--- config.mk ---
export PLATFORM = sky130hd
export DESIGN_NAME = ftl_trigger_gen
export DESIGN_NICKNAME = d
export VERILOG_FILES = /design/src/rtl/ftl_pkg.sv /design/src/rtl/ftl_level_sel.sv /design/src/rtl/ftl_flag_reg.sv /design/src/rtl/ftl_trigger_gen.sv
export SDC_FILE = /design/constraint.sdc
export NUM_CORES = 1
export LEC_CHECK = 0
export BUFFER_PORTS_ARGS = -buffer_cell sky130_fd_sc_hd__buf_2
export CAP_MARGIN = 20
export CORE_MARGIN = 2
export CORE_UTILIZATION = 40
export CTS_BUF_LIST = sky130_fd_sc_hd__clkbuf_8
export DETAILED_ROUTE_END_ITERATION = 7
export GPL_TIMING_DRIVEN = 0
export PLACE_DENSITY = 0.73
export RECOVER_POWER = 50
export SYNTH_ARGS = -nofsm -noshare
export SYNTH_HDL_FRONTEND = slang
export SYNTH_SLANG_ARGS = --single-unit
--- constraint.sdc ---
create_clock -name clk -period 0.8 [get_ports clk]
set_input_delay 0 -clock clk [delete_from_list [all_inputs] [get_ports clk]]
set_output_delay 0 -clock clk [all_outputs]
set_load 0.005 [all_outputs]
--- src/rtl/ftl_pkg.sv ---
package ftl_pkg;
  localparam int FIFO_DEPTH = 64;
  localparam int CNT_W      = $clog2(FIFO_DEPTH + 1);
  localparam int LVL_W      = CNT_W;
  localparam int NIB_W      = 4;
  localparam int NIB_SCALE  = 4;
  localparam int CODE_W     = 2;
  localparam int N_DIR      = 2;

  typedef enum logic { DIR_RX = 1'b0, DIR_TX = 1'b1 } dir_e;

  // Coded threshold table per direction
  function automatic logic [LVL_W-1:0] coded_level(input dir_e dir, input logic [CODE_W-1:0] code);
    logic [LVL_W-1:0] lvl;
    if (dir == DIR_RX) begin
      case (code)
        2'd0:    lvl = LVL_W'(8);
        2'd1:    lvl = LVL_W'(16);
        2'd2:    lvl = LVL_W'(56);
        default: lvl = LVL_W'(60);
      endcase
    end else begin
      case (code)
        2'd0:    lvl = LVL_W'(8);
        2'd1:    lvl = LVL_W'(16);
        2'd2:    lvl = LVL_W'(32);
        default: lvl = LVL_W'(56);
      endcase
    end
    return lvl;
  endfunction
endpackage

--- src/rtl/ftl_level_sel.sv ---
module ftl_level_sel
  import ftl_pkg::*;
#(
  parameter dir_e DIR = DIR_RX
) (
  input  logic              fifo_en,
  input  logic [CODE_W-1:0] code,
  input  logic [NIB_W-1:0]  nib,
  output logic [LVL_W-1:0]  level
);
  localparam logic [LVL_W-1:0] MIN_LEVEL = LVL_W'(1);

  logic [LVL_W-1:0] prog_level;
  assign prog_level = LVL_W'(nib) * LVL_W'(NIB_SCALE);

  always_comb begin
    if (!fifo_en)          level = MIN_LEVEL;
    else if (nib != '0)    level = prog_level;
    else                   level = coded_level(DIR, code);
  end
endmodule

--- src/rtl/ftl_flag_reg.sv ---
module ftl_flag_reg
  import ftl_pkg::*;
(
  input  logic             clk,
  input  logic             rst_n,
  input  logic [CNT_W-1:0] metric,
  input  logic [LVL_W-1:0] level,
  output logic             flag
);
  logic hit;
  assign hit = (metric >= level);

  always_ff @(posedge clk or negedge rst_n) begin
    if (!rst_n) flag <= 1'b0;
    else        flag <= hit;
  end
endmodule

--- src/rtl/ftl_trigger_gen.sv ---
module ftl_trigger_gen
  import ftl_pkg::*;
(
  input  logic              clk,
  input  logic              rst_n,
  input  logic              fifo_en,
  input  logic [CODE_W-1:0] rx_level_code,
  input  logic [CODE_W-1:0] tx_level_code,
  input  logic [7:0]        prog_levels,
  input  logic [CNT_W-1:0]  rx_count,
  input  logic [CNT_W-1:0]  tx_count,
  output logic              rx_trigger,
  output logic              tx_trigger
);
  localparam logic [CNT_W-1:0] DEPTH_C = CNT_W'(FIFO_DEPTH);

  logic [CNT_W-1:0] tx_free;
  assign tx_free = (tx_count >= DEPTH_C) ? '0 : (DEPTH_C - tx_count);

  logic [CODE_W-1:0] code_v   [N_DIR];
  logic [NIB_W-1:0]  nib_v    [N_DIR];
  logic [CNT_W-1:0]  metric_v [N_DIR];
  logic              flag_v   [N_DIR];

  assign code_v[0]   = rx_level_code;
  assign code_v[1]   = tx_level_code;
  assign nib_v[0]    = prog_levels[7:4];
  assign nib_v[1]    = prog_levels[3:0];
  assign metric_v[0] = rx_count;
  assign metric_v[1] = tx_free;

  for (genvar d = 0; d < N_DIR; d++) begin : g_dir
    localparam dir_e DIR = (d == 0) ? DIR_RX : DIR_TX;
    logic [LVL_W-1:0] level;

    ftl_level_sel #(.DIR(DIR)) u_sel (
      .fifo_en (fifo_en),
      .code    (code_v[d]),
      .nib     (nib_v[d]),
      .level   (level)
    );

    ftl_flag_reg u_flag (
      .clk    (clk),
      .rst_n  (rst_n),
      .metric (metric_v[d]),
      .level  (level),
      .flag   (flag_v[d])
    );
  end

  assign rx_trigger = flag_v[0];
  assign tx_trigger = flag_v[1];
endmodule

==> flow_summary.yaml <==
status:
  status: "finished, violations left"
  violations: "hold timing, setup timing"
yosys:
  syn_avg_cell_area_um2: 8.02
  yosysSeqAreaShare_pct: 8.79
  yosysTopAreaCell: "ha_1"
  syn_inst: 71
  synth_common_cells: "ha_1 (14), inv_1 (8), nand2_1 (5), nor2_1 (5), o21ai_0 (5)"
  async_reset_ff_share_pct: 100
  yosys-top-cells-area: "ha_1 (31%), dfrtp_1 (8.8%), inv_1 (5.3%)"
  synth_most_common_cell: "ha_1"
  synth_seq_cells: 2
  synth_edf_count: 0
  syn-cell-area_um2: 569
  synthFlopType: "dfrtp_1"
  ys_types: 26
  yosysWarnings: 0
  synth_fp_nets: 114
  synth_top_area_share_pct: 30.8
final_layout:
  regArea_um2: 50.0
  syn2layout_area_growth_pct: 71.9
  multi_input_area_um2: 582
  reg_top3: "g_dir.u_flag.flag: 2 flops"
  fin_nets: 157
  largest_register_ffs: 2
  drive_gt1_share_pct: 47.3
  regMostFlops: "g_dir.u_flag.flag"
  utilization_pct: 74.3
  antenna_cells: 0
  final_cell_area_um2: 978
  fillCellCount: 99
  final_cells: 127
timing:
  fin_tns_setup_ps: -1600
  hold_ws_ps: -3.11
  layout_setup_ws_ps: -1090
  report.final.slew_viol_count: 0
  rsz0062_at_grt: "true"
  finalCritPeriodShare_pct: 237
  timing_hold_violations_final: 1
  slew_headroom_pct: 68.3
  tightest_slew_ps: 471
  setup_viol: 2
  layout_min_cycle_time_ps: 1890
  max_freq_mhz: 528
global_routing:
  grt.overflow.total: 0
  grt_usage_pct: 18.7
  grt_antenna_before_repair: 0
  grt_pass1_wl_um: 2650
  grt_pass1_vias: 700
  grt_max_degree: 10
critical_path:
  end_kind: "flop"
  crit_path_max_incr_delay_ps: 550
  cp_slowest_cell: "or4_4"
  critPathKind: "in2reg"
  cp-start-kind: "input port"
  cp_data_arrival_time_ps: 1970
  worstPathMaxFanout: 3
  crit_chain: "buf_8 > buf_6 > or4_4 > o41ai_4 > and2_1 > ha_1 > a21o_1 > a221oi_2 > o21ai_1"
  cp.required_ps: 880
floorplanning:
  core_um2: 1320
  dieArea_um2: 1740
  die_h_um: 41.7
  start_util_pct: 43.2
  die_x_um: 41.7
  ios: 31
  rows: 13
pwr:
  p_comb_share_pct: 47.3
  p_seq_share_pct: 12.5
  p_int_uw: 676
  fin_total_pwr_uw: 946
  swShare_pct: 28.6
  pwr_density_cell_nw_per_um2: 967
  p_leak_nw: 0.487
  clkPwrFrac_pct: 40.2
  p_switching_uw: 270
  peakVddDrop_v: 0.00106
placed_design:
  dp_hpwl_um: 1110
  dp.cells: 116
  routabilityCongestion: 0.793
  post_dp_cell_area_um2: 762
  dp_slack_ps: -1430
  port_buffers: 30
cts:
  cts-root-buf: "clkbuf_8"
  htreeDepth: 1
  cts_buffers: 3
  cts_sinks: 2
  cts_tree: "yes"
  cts.clk_slew.worst_paths_ps: 30
  clockBufferDepth: 2
detailed_routing:
  viasPerCell: 5.22
  drc_errors: 0
  first_pass_iters: 2
  routed_wl_um: 1540
  first_iter_violations: 2
  wire_per_inst_um: 12.1
  vias: 663
  ant_nets: 0
run:
  maxCapViolations: 0
worst_hold_path:
  hold_path_class: "in2reg"
placed cells by master (no fill, tap or decap), types with 2 or more instances in the layout:
| master | n |
|---|---|
| buf_4 | 5 |
| nor2_1 | 5 |
| clkbuf_8 | 3 |
| nand2b_1 | 3 |
| xnor2_1 | 2 |
| ha_1 | 11 |
| inv_4 | 2 |
| o21a_1 | 3 |
| a21o_1 | 3 |
| dfrtp_1 | 2 |
| buf_2 | 25 |
| nand2_1 | 5 |
| buf_8 | 2 |
| nor3_1 | 2 |
| buf_6 | 4 |
| inv_1 | 6 |
| ha_4 | 3 |
| o21ai_0 | 5 |
final timing paths:
check | cells past startpoint | startpoint | slack (ps) | end
max in group asynchronous | 2 | rst_n | 550 | g_dir[0].u_flag.flag
worst min-delay path | 3 | rx_count[6] | -3 | g_dir[0].u_flag.flag
min in group asynchronous | 2 | rst_n | 120 | g_dir[1].u_flag.flag
worst max-delay path | 9 | tx_count[1] | -1090 | g_dir[1].u_flag.flag
power by group through the flow:
stage | logic (mW) | registers, mW | clock network (mW)
global route | 0.495 | 0.120 | 0.400
detailed placement | 0.330 | 0.120 | 0
global placement | 0.316 | 0.119 | 0
CTS | 0.405 | 0.119 | 0.392
finish | 0.448 | 0.118 | 0.380
floorplan | 0.169 | 0.123 | 0
critical path: cells and delay by family:
| kind | cells | cell delay [ps] |
|---|---|---|
| compound gates | 4 | 800 |
| fa+ha+maj | 1 | 240 |
| simple gates | 2 | 730 |
| buf+inv | 2 | 200 |
timing repair:
action | in CTS | in global routing
pin swaps | 11 | 10
buffers inserted | 6 | 1
gates cloned | 0 | 0
resized for setup | 15 | 9
hold buffers | 1 | 0
endpoints found under the hold margin | 3 | 0
setup endpoints to repair | 2 | 2
metal layers:
layer  routed length, um  vias to the layer above  track usage, %
met2                 834                       22            37.5
met3                  98                        0            4.35
met4                   0                        0            1.94
li1                    -                      344               -
met5                   0                        -               0
met1                 609                      297            19.9
final cells by class:
| type | count | area share, % |
|---|---|---|
| well taps | 15 | 1.92 |
| multi-input cells | 61 | 59.5 |
| flip-flops and latches | 2 | 5.12 |
| repair buffers | 38 | 25.7 |
| inverters | 8 | 3.58 |
| clock buffers | 3 | 4.22 |
kinds of logic after synthesis:
| group | Yosys count | share of synthesized area, % |
|---|---|---|
| AO/OA/AOI/OAI | 20 | 27.3 |
| XOR/XNOR | 3 | 4.62 |
| multiplexers | 1 | 1.76 |
| buffers and inverters | 8 | 5.27 |
| AND/OR/NAND/NOR | 23 | 21.5 |
| flip-flops | 2 | 8.79 |
| adder cells (fa/ha/maj) | 14 | 30.8 |
Note: power is estimated with default switching activity, not from simulation.
